<file path="src/rtl/link_period_seq.sv">
module link_period_seq #(
  parameter int XW = 12,
  parameter int PW = 3
) (
  input  logic          clk,
  input  logic          rst_n,
  input  logic [XW-1:0] hcount,
  input  logic [XW-1:0] active_w,
  input  logic [XW-1:0] line_w,
  input  logic [PW-1:0] pkt_count,
  input  logic          hsync,
  input  logic          vsync,
  output logic [2:0]    period,
  output logic [3:0]    ctl,
  output logic [9:0]    sym_ch0,
  output logic [9:0]    sym_ch1,
  output logic [9:0]    sym_ch2,
  output logic [3:0]    aux0
);
  localparam int CW = XW + PW + 7;
  localparam logic [2:0] P_CTRL = 3'd0, P_IPRE = 3'd1, P_IGRD = 3'd2, P_ISL = 3'd3,
                         P_VPRE = 3'd4, P_VGRD = 3'd5, P_VID = 3'd6;
  localparam logic [9:0] GB_A = 10'b1011001100, GB_B = 10'b0100110011;

  logic [CW-1:0] x, w, t, isl_len, isl_s, isl_e;
  logic          fits;
  logic [2:0]    nxt;

  assign x       = CW'(hcount);
  assign w       = CW'(active_w);
  assign t       = CW'(line_w);
  assign isl_len = CW'(pkt_count) << 5;
  assign isl_s   = w + CW'(14);
  assign isl_e   = isl_s + isl_len;
  assign fits    = (pkt_count != '0) && (w + isl_len + CW'(38) <= t);

  always_comb begin
    nxt = P_CTRL;
    if (x < w)                                  nxt = P_VID;
    else if (x >= t - CW'(2) && x < t)          nxt = P_VGRD;
    else if (x >= t - CW'(10) && x < t)         nxt = P_VPRE;
    else if (fits) begin
      if (x >= w + CW'(4) && x < w + CW'(12))   nxt = P_IPRE;
      else if (x >= w + CW'(12) && x < isl_s)   nxt = P_IGRD;
      else if (x >= isl_s && x < isl_e)         nxt = P_ISL;
      else if (x >= isl_e && x < isl_e + CW'(2)) nxt = P_IGRD;
    end
  end

  always_ff @(posedge clk) begin
    if (!rst_n) begin
      period <= P_CTRL;
      ctl    <= '0;
      sym_ch0 <= '0;
      sym_ch1 <= '0;
      sym_ch2 <= '0;
      aux0   <= '0;
    end else begin
      period  <= nxt;
      ctl     <= (nxt == P_IPRE) ? 4'b0101 : (nxt == P_VPRE) ? 4'b0001 : 4'b0000;
      sym_ch0 <= (nxt == P_VGRD) ? GB_A : '0;
      sym_ch1 <= (nxt == P_VGRD || nxt == P_IGRD) ? GB_B : '0;
      sym_ch2 <= (nxt == P_VGRD) ? GB_A : (nxt == P_IGRD) ? GB_B : '0;
      case (nxt)
        P_VID:   aux0 <= '0;
        P_ISL:   aux0 <= {x != isl_s, 1'b0, vsync, hsync};
        P_IGRD:  aux0 <= {2'b11, vsync, hsync};
        default: aux0 <= {2'b00, vsync, hsync};
      endcase
    end
  end

  a_r3_vpre_ctl: assert property (@(posedge clk) disable iff (!rst_n)
    period == P_VPRE |-> ctl == 4'b0001);
  a_r5_ipre_ctl: assert property (@(posedge clk) disable iff (!rst_n)
    period == P_IPRE |-> ctl == 4'b0101);
  a_r6_guard_marker: assert property (@(posedge clk) disable iff (!rst_n)
    period == P_IGRD |-> aux0[3:2] == 2'b11 && sym_ch0 == '0);
  a_r6_trailing_guard: assert property (@(posedge clk) disable iff (!rst_n)
    $fell(period == P_ISL) |-> period == P_IGRD);
  a_r11_ctrl_quiet: assert property (@(posedge clk) disable iff (!rst_n)
    period == P_CTRL |-> ctl == 4'b0000 && sym_ch1 == '0 && aux0[3:2] == 2'b00);
  a_r2_video_quiet: assert property (@(posedge clk) disable iff (!rst_n)
    period == P_VID |-> aux0 == '0 && ctl == '0);
endmodule

</file>
<file path="config.mk">
export PLATFORM = sky130hd
export DESIGN_NAME = link_period_seq
export DESIGN_NICKNAME = d
export VERILOG_FILES = /design/src/rtl/link_period_seq.sv
export SDC_FILE = /design/constraint.sdc
export NUM_CORES = 1
export LEC_CHECK = 0
export BUFFER_PORTS_ARGS = -buffer_cell sky130_fd_sc_hd__buf_2
export CAP_MARGIN = 20
export CORE_MARGIN = 2
export CORE_UTILIZATION = 59
export CTS_CLUSTER_SIZE = 8
export DETAILED_ROUTE_END_ITERATION = 6
export PLACE_DENSITY = 0.84
export SYNTH_ARGS = -nofsm -noshare
export SYNTH_HDL_FRONTEND = slang
export SYNTH_SLANG_ARGS = --single-unit
</file>
<file path="constraint.sdc">
create_clock -name clk -period 6.7 [get_ports clk]
set_input_delay 1.005 -clock clk [delete_from_list [all_inputs] [get_ports clk]]
set_output_delay 1.005 -clock clk [all_outputs]
set_load 0.005 [all_outputs]
</file>
==> impl_metrics.toml, run 1 <==
[status]
status = "completed"

[sta]
post-route-period-util = 0.785
holdWs_ps = 966
rsz0062_at_grt = "false"
report.final.slew_viol_count = 0
layout_setup_ws_ps = 1440
max_freq_mhz = 190
setup_viol = 0
period_needed_ps = 5260
finalSetupTns_ps = 0
slew_headroom = 0.495
worst_pin_slew_ps = 757
hold_violations = 0

[finish]
drive_above_1_share = 0.138
fin_nets = 790
regArea_um2 = 240
syn_to_final_growth_pct = 6.92
fillCellCount = 644
fin_cells = 724
multi_input_area_um2 = 3870
antenna-diode-count = 0

[clocking]
cts_setup_buffers = 0
cts_buffers = 3
clockRootBuffer = "clkbuf_8"
ctsResizeCount = 0
cts_max_level = 1
clockBufferDepth = 2
holdBufCountCts = 0
cts_tree = "built"
cts.sinks = 12
clk_pin_slew_worst_paths_ps = 50

[floorplan]
fp.dieW_um = 91.4
die_area_um2 = 8350
row_count = 31
io_pins = 84
die_y_um = 91.4
initial_core_util = 0.614
coreArea_um2 = 7330

[placement]
io_buffers = 71
dp.cells = 720
dpl.hpwl_mm = 10.3
preCtsSetupSlack_ps = 1220
gp_congestion = 1.03

[min_path]
whs_path_depth = 2
min_path_type = "in -> reg"

[run]
cap_violations = 0

[synth]
synth_area_um2 = 4500
yosysSeqAreaShare = 0.0533
synthFlopType = "dfxtp_1"
async_flop_share = 0
synth_top_area_share = 0.331
synth_cell_types = 62
yosysMostFrequentCell = "ha_1"
yosys_warnings = 0
netlist_instances = 579
synth.area.top_cells = "ha_1 33%, xnor2_1 9.5%, dfxtp_1 5.3%, buf_4 4.8%, inv_1 3.8%"
synth_area_leader_cell = "ha_1"
synth_edf_count = 0
ys_ff_latch = 12
ys_top_cells_by_count = "119 x ha_1, 49 x xnor2_1, 46 x inv_1"
avgSynthCellArea_um2 = 7.78

[global_routing]
antenna_found_initial = 0
grt_pass1_vias = 4191
grt_usage = 0.299
grt_max_degree = 17
grt_overflow = 0
grt_pass1_wl_mm = 20.5

[power_and_ir_drop]
ir_drop_mv = 0.0563
power_density_nw_per_um2 = 117
leakage_nw = 2.39

[detailed_routing]
remaining_drc_errors = 0
via_count = 4465
via_per_inst = 6.17
dr.pass1.iters = 6
wl_mm = 12.5
initialDrtViolationCount = 319
wire_per_inst_um = 17.2
drtAntennaViolNets = 0

[critical_path]
cp.required_ps = 6860
cp_max_fo = 8
worstPathArrival_ps = 5420
cp-start-kind = "input pin"
worstSetupPathType = "in -> reg"
critPathCaptureType = "flip-flop"
[worst max-delay path, cell delays in order]
cell,delay [ps]
buf_2,160
inv_1,170
ha_1,330
a21boi_2,390
nor2_1,100
xnor2_1,210
inv_1,110
fa_1,550
or3_1,410
or3_1,350
nor3_1,180
xor2_1,100
ha_1,310
and3_1,150
o2111ai_1,110
a21oi_1,160
o22ai_2,100
a22oi_2,290
nor3b_1,220
[layout by cell type, fill, tap and decap left out, drive strengths merged, types with 16 or more instances in the layout]
cell type / instances
nand3: 16
nand2: 32
inv: 46
a21oi: 28
nor3: 18
nor2: 42
o21ai: 22
xnor2: 49
ha: 119
buf: 71
[flip-flops by register name (all words and copies together) (netlist names)]
register  cells
aux0          4
ctl           2
period        3
sym_ch1       1
sym_ch2       2
[final timing paths]
path	startpoint	slack [ps]	end
hold / removal	hsync	970	aux0[0]
setup / recovery	active_w[2]	1440	ctl[2]
[metal layers]
| metal | GRT usage | vias up | part of all wire |
|---|---|---|---|
| met2 | 0.530 | 214 | 0.46 |
| li1 | - | 2159 | - |
| met4 | 0.0758 | 0 | 0.028 |
| met1 | 0.393 | 2056 | 0.43 |
| met5 | 0 | - | 0 |
| met3 | 0.0191 | 36 | 0.079 |
[power by group]
part           total, mW  switching, mW  internal [mW]  leakage, nW
clock             0.0769         0.0251         0.0518       0.0288
sequential        0.0786        0.00181         0.0768       0.0979
combinational      0.407          0.238          0.170         2.26
[metrics by stage]
stage	cell area, µm²	util	total power [mW]
after floorplan	4550	-	0.374
after global placement	4760	0.649	0.462
after detailed placement	4760	0.649	0.478
after CTS	4820	0.657	0.558
after global routing	4820	0.657	0.619
final	4820	0.657	0.563
[cell families after synthesis]
family	after synthesis	share of synthesized area
and+or+nand+nor	174	0.200
AOI/OAI and AO/OA	126	0.192
adders and majority gates	121	0.339
buffers and inverters	86	0.0969
xor gates and xnor gates	59	0.118
DFF	12	0.0533
other	1	0.000833
[final cells by class]
| cell class | count | share of cell area |
|---|---|---|
| Sequential cell | 12 | 0.0499 |
| Multi-Input combinational cell | 492 | 0.803 |
| Clock buffer | 4 | 0.0114 |
| Inverter | 46 | 0.0359 |
| Tap cell | 99 | 0.0257 |
| Timing Repair Buffer | 71 | 0.0738 |
Note: power is estimated with default switching activity, not from simulation.
==> inputs of run 2 (changes only) <==
==> constraint.sdc (replaced) <==
create_clock -name clk -period 4.9 [get_ports clk]
set_input_delay 0.735 -clock clk [delete_from_list [all_inputs] [get_ports clk]]
set_output_delay 0.735 -clock clk [all_outputs]
set_load 0.005 [all_outputs]
==> run 2 against run 1 <==
  * Sequential power up 37%
  * Via count grew 1.7%
  * Design area up 2.4%
  * Cell count is 1.9% higher
  * Hold slack got worse by 260 ps
  * Flip-flop and latch count unchanged
  * Critical path depth up 1
  * Wire length is 3.4% higher
  * Worst setup slack lost 1200 ps
  * Clock power up 38%
  * Die area stayed put
  * Critical endpoint unchanged
==> impl_metrics.toml, run 2 (same netlist as run 1, synthesis figures left out) <==
[clocking]
cts.sinks = 12
holdBufCountCts = 0
clk_pin_slew_worst_paths_ps = 50
cts_tree = "built"
clockBufferDepth = 2
cts_max_level = 1
clockRootBuffer = "clkbuf_8"
cts_buffers = 3

[sta]
setup_viol = 0
hold_violations = 0
report.final.slew_viol_count = 0
period_needed_ps = 4620
worst_pin_slew_ps = 1100
max_freq_mhz = 217
post-route-period-util = 0.942
holdWs_ps = 706
slew_headroom = 0.257

[global_routing]
grt_pass1_vias = 4360
antenna_found_initial = 0
grt_usage = 0.303
grt_max_degree = 17
grt_pass1_wl_mm = 20.5
grt_overflow = 0

[finish]
largestRegisters = "aux0: 4 flops, period: 3 flops"
fin_nets = 804
final_common_cell = "ha_1"
layout_common_cells = "119 x ha_1, 71 x buf_2, 49 x xnor2_1, 46 x inv_1, 41 x nor2_1"
antenna-diode-count = 0
top_register = "aux0"
largest_reg_flops = 4
syn_to_final_growth_pct = 9.47
drive_above_1_share = 0.160
fin_util = 0.673

[run]
cap_violations = 0

[critical_path]
critPathCaptureType = "flip-flop"
cp-start-kind = "input pin"
cp.required_ps = 5070
worstSetupPathType = "in -> reg"
worstPathArrival_ps = 4790
cp_max_fo = 7

[power_and_ir_drop]
ir_drop_mv = 0.0815
p_total_mw = 0.800
power_density_nw_per_um2 = 162
leakage_nw = 2.46

[min_path]
whs_path_depth = 2
min_path_type = "in -> reg"
min_from = "hsync"
holdPathEnd = "aux0[0]"

[floorplan]
die_y_um = 91.4
io_pins = 84
die_area_um2 = 8350
initial_core_util = 0.614
coreArea_um2 = 7330
fp.dieW_um = 91.4
row_count = 31

[placement]
io_buffers = 71
dpl.hpwl_mm = 10.8
gp_congestion = 0.967

[detailed_routing]
drtAntennaViolNets = 0
remaining_drc_errors = 0
initialDrtViolationCount = 401
wire_per_inst_um = 17.5
via_per_inst = 6.15
via_count = 4540
dr.pass1.iters = 5
wl_mm = 12.9

[status]
status = "completed"
## run 2: stage by stage
| step | setup slack (ps) | instance area, µm² | setup TNS [ps] | instances |
|---|---|---|---|---|
| finish | 283 | 4930 | 0 | 738 |
| global route | -1.76 | 4930 | -1.76 | 738 |
| CTS | 243 | 4910 | 0 | 737 |
| detailed placement | 5.29 | 4860 | 0 | 733 |
| global placement | 215 | 4860 | 0 | 733 |
| floorplan | 194 | 4550 | 0 | 590 |
## run 2: how the worst max path moves through the flow
stage | from | to | slack, ps | cells past startpoint
detailed placement | active_w[1] | ctl[2] | 5 | 20
floorplan | active_w[3] | ctl[2] | 190 | 19
CTS | active_w[1] | ctl[2] | 240 | 20
global route | active_w[1] | period[1] | -2 | 20
global placement | active_w[1] | ctl[2] | 220 | 20
finish | active_w[1] | ctl[2] | 280 | 20
## run 2: final cells by class
| class | count | area (µm²) |
|---|---|---|
| well taps | 99 | 124 |
| multi-input cells | 492 | 3880 |
| repair buffers | 85 | 460 |
| clock buffers | 4 | 55.1 |
| inverters | 46 | 173 |
| fillers | 649 | 2400 |
| flip-flops and latches | 12 | 240 |
## run 2: layer usage
metal / vias up / part of all wire / track usage
met2: 219 / 0.47 / 0.528
met3: 42 / 0.071 / 0.0232
met1: 2090 / 0.42 / 0.383
met4: 0 / 0.038 / 0.125
met5: - / 0 / 0
li1: 2189 / - / -
## run 2: critical path, cell delays in order
cell,delay [ps]
buf_2,100
inv_1,90
ha_1,240
nor2b_1,150
nand2b_1,150
xnor2_1,220
ha_1,210
inv_1,50
fa_1,450
or3_1,410
or3_1,380
nor3_2,140
xor2_1,90
ha_1,300
and3_1,160
o2111ai_1,130
a21oi_1,160
o22ai_2,110
a22oi_2,300
nor3b_2,210
## run 2: where the power goes
part	internal, mW	switching [mW]	leakage, nW
sequential	0.105	0.00259	0.0979
clock	0.0708	0.0347	0.0288
combinational	0.248	0.339	2.33
## run 2: what timing repair did
action,in CTS,in global routing
setup buffers,0,1
resized for setup,0,2
setup endpoints to repair,0,7
==> inputs of run 3 (changes only) <==
--- a/config.mk
+++ b/config.mk
@@ -9,9 +9,9 @@
 export CAP_MARGIN = 20
 export CORE_MARGIN = 2
 export CORE_UTILIZATION = 59
-export CTS_CLUSTER_SIZE = 8
 export DETAILED_ROUTE_END_ITERATION = 6
 export PLACE_DENSITY = 0.84
+export REMOVE_ABC_BUFFERS = 1
 export SYNTH_ARGS = -nofsm -noshare
 export SYNTH_HDL_FRONTEND = slang
 export SYNTH_SLANG_ARGS = --single-unit
==> run 3 against run 2 <==
  * Design area is 0.43% lower
  * Highest routed layer unchanged
  * Power is 4.0% lower
  * Core utilization is 0.29 points lower
  * Largest power group unchanged
  * Critical path depth stayed put
==> impl_metrics.toml, run 3 (same netlist as run 1, synthesis figures left out) <==
[clocking]
clk_pin_slew_worst_paths_ps = 40
clockRootBuffer = "clkbuf_8"
cts_max_level = 1
cts_setup_buffers = 0
cts_tree = "built"
cts_buffers = 3
clockBufferDepth = 2
cts.sinks = 12

[finish]
final_area_um2 = 4910
layout_common_cells = "119 x ha_1, 71 x buf_2, 48 x xnor2_1, 46 x inv_1, 41 x nor2_1"
fin_util = 0.670
antenna-diode-count = 0
fin_nets = 802
final_common_cell = "ha_1"
drive_above_1_share = 0.157
largestRegisters = "aux0: 4 flops, period: 3 flops"
top_register = "aux0"
syn_to_final_growth_pct = 9.00
largest_reg_flops = 4

[global_routing]
grt_pass1_wl_mm = 20.5
grt_pass1_vias = 4384
antenna_found_initial = 0
grt_overflow = 0
grt_max_degree = 13
grt_usage = 0.302

[min_path]
min_path_type = "in -> reg"
whs_path_depth = 2
min_from = "vsync"
holdPathEnd = "aux0[1]"

[power_and_ir_drop]
leakage_nw = 2.45
p_total_mw = 0.768
ir_drop_mv = 0.0693
power_density_nw_per_um2 = 156

[floorplan]
io_pins = 84
initial_core_util = 0.614
fp.dieW_um = 91.4
die_y_um = 91.4
die_area_um2 = 8350
row_count = 31
coreArea_um2 = 7330

[placement]
dpl.hpwl_mm = 10.7
gp_congestion = 0.954
place_area_um2 = 4850
io_buffers = 71
preCtsSetupSlack_ps = 77.4

[critical_path]
crit_family = "simple AND/OR/NAND/NOR gates"
cp_max_fo = 7
cp.required_ps = 5070
worstPathArrival_ps = 4740
worstSetupPathType = "in -> reg"
cp_num_buf_inv = 3
cp-start-kind = "input pin"
critPathCaptureType = "flip-flop"
slowest_delay_ps = 470
critical_path.cell_chain = "buf_2 -> inv_1 -> ha_1 -> nor2b_1 -> nand2b_1 -> xnor2_2 -> ha_1 -> inv_1 -> fa_1 -> or3_1 -> or3_1 -> nor3_2 -> xor2_1 -> ha_1 -> and3_1 -> o2111ai_1 -> a21oi_1 -> o22ai_2 -> a22oi_2 -> nor3b_2"
cpMostUsedCell = "ha_1"
slowest_stage = "fa_1"

[sta]
max_freq_mhz = 219
post-route-period-util = 0.933
worst_pin_slew_ps = 908
setup_viol = 0
report.final.slew_viol_count = 0
hold_violations = 0
period_needed_ps = 4570
layout_setup_ws_ps = 326
finalSetupTns_ps = 0
slew_headroom = 0.387

[detailed_routing]
drtAntennaViolNets = 0
via_per_inst = 6.16
via_count = 4524
remaining_drc_errors = 0
wire_per_inst_um = 17.3
dr.pass1.iters = 5
wl_mm = 12.7
initialDrtViolationCount = 378

[status]
status = "completed"

[run]
cap_violations = 0
-- run 3: cell count changes in the layout (fill, tap and decap cells not counted), sizes merged --
cell | before | now
buf | 85 | 83
clkbuf | 4 | 3
-- run 3: power breakdown --
part / switching, mW / internal [mW]
combinational: 0.331 / 0.246
sequential: 0.00239 / 0.105
clock: 0.0304 / 0.0536
total: 0.363 / 0.404
-- run 3: layout make-up --
cell class                      instances  area [µm²]
Fill cell                             619        2420
Multi-Input combinational cell        492        3890
Timing Repair Buffer                   83         445
Sequential cell                        12         240
Clock buffer                            3        41.3
Tap cell                               99         124
Inverter                               46         173
-- run 3: metal layers --
layer | global-route usage | share of wire | up-vias
li1 | - | - | 2180
met1 | 0.372 | 0.42 | 2066
met2 | 0.522 | 0.46 | 226
met3 | 0.0365 | 0.082 | 52
met4 | 0.141 | 0.041 | 0
met5 | 0 | 0 | -
-- run 3: per-stage QoR --
step                hold WS [ps]  cells
floorplan                    849    550
global placement             940    732
detailed placement           944    732
CTS                          696    735
global route                 701    735
finish                       701    735
-- run 3: timing repair --
action                                  4_1_cts  5_1_grt
hold buffers                                  0        0
gates resized for setup                       0        3
endpoints found under the setup margin        0        1
-- run 3: how the worst max path moves through the flow --
stage / depth (start not counted) / slack, ps / from / endpoint
floorplan: 19 / 280 / active_w[2] / ctl[2]
global placement: 20 / 220 / active_w[1] / ctl[2]
detailed placement: 20 / 80 / active_w[1] / ctl[2]
CTS: 20 / 320 / active_w[1] / ctl[2]
global route: 20 / -4 / active_w[1] / ctl[2]
finish: 20 / 330 / active_w[1] / ctl[2]
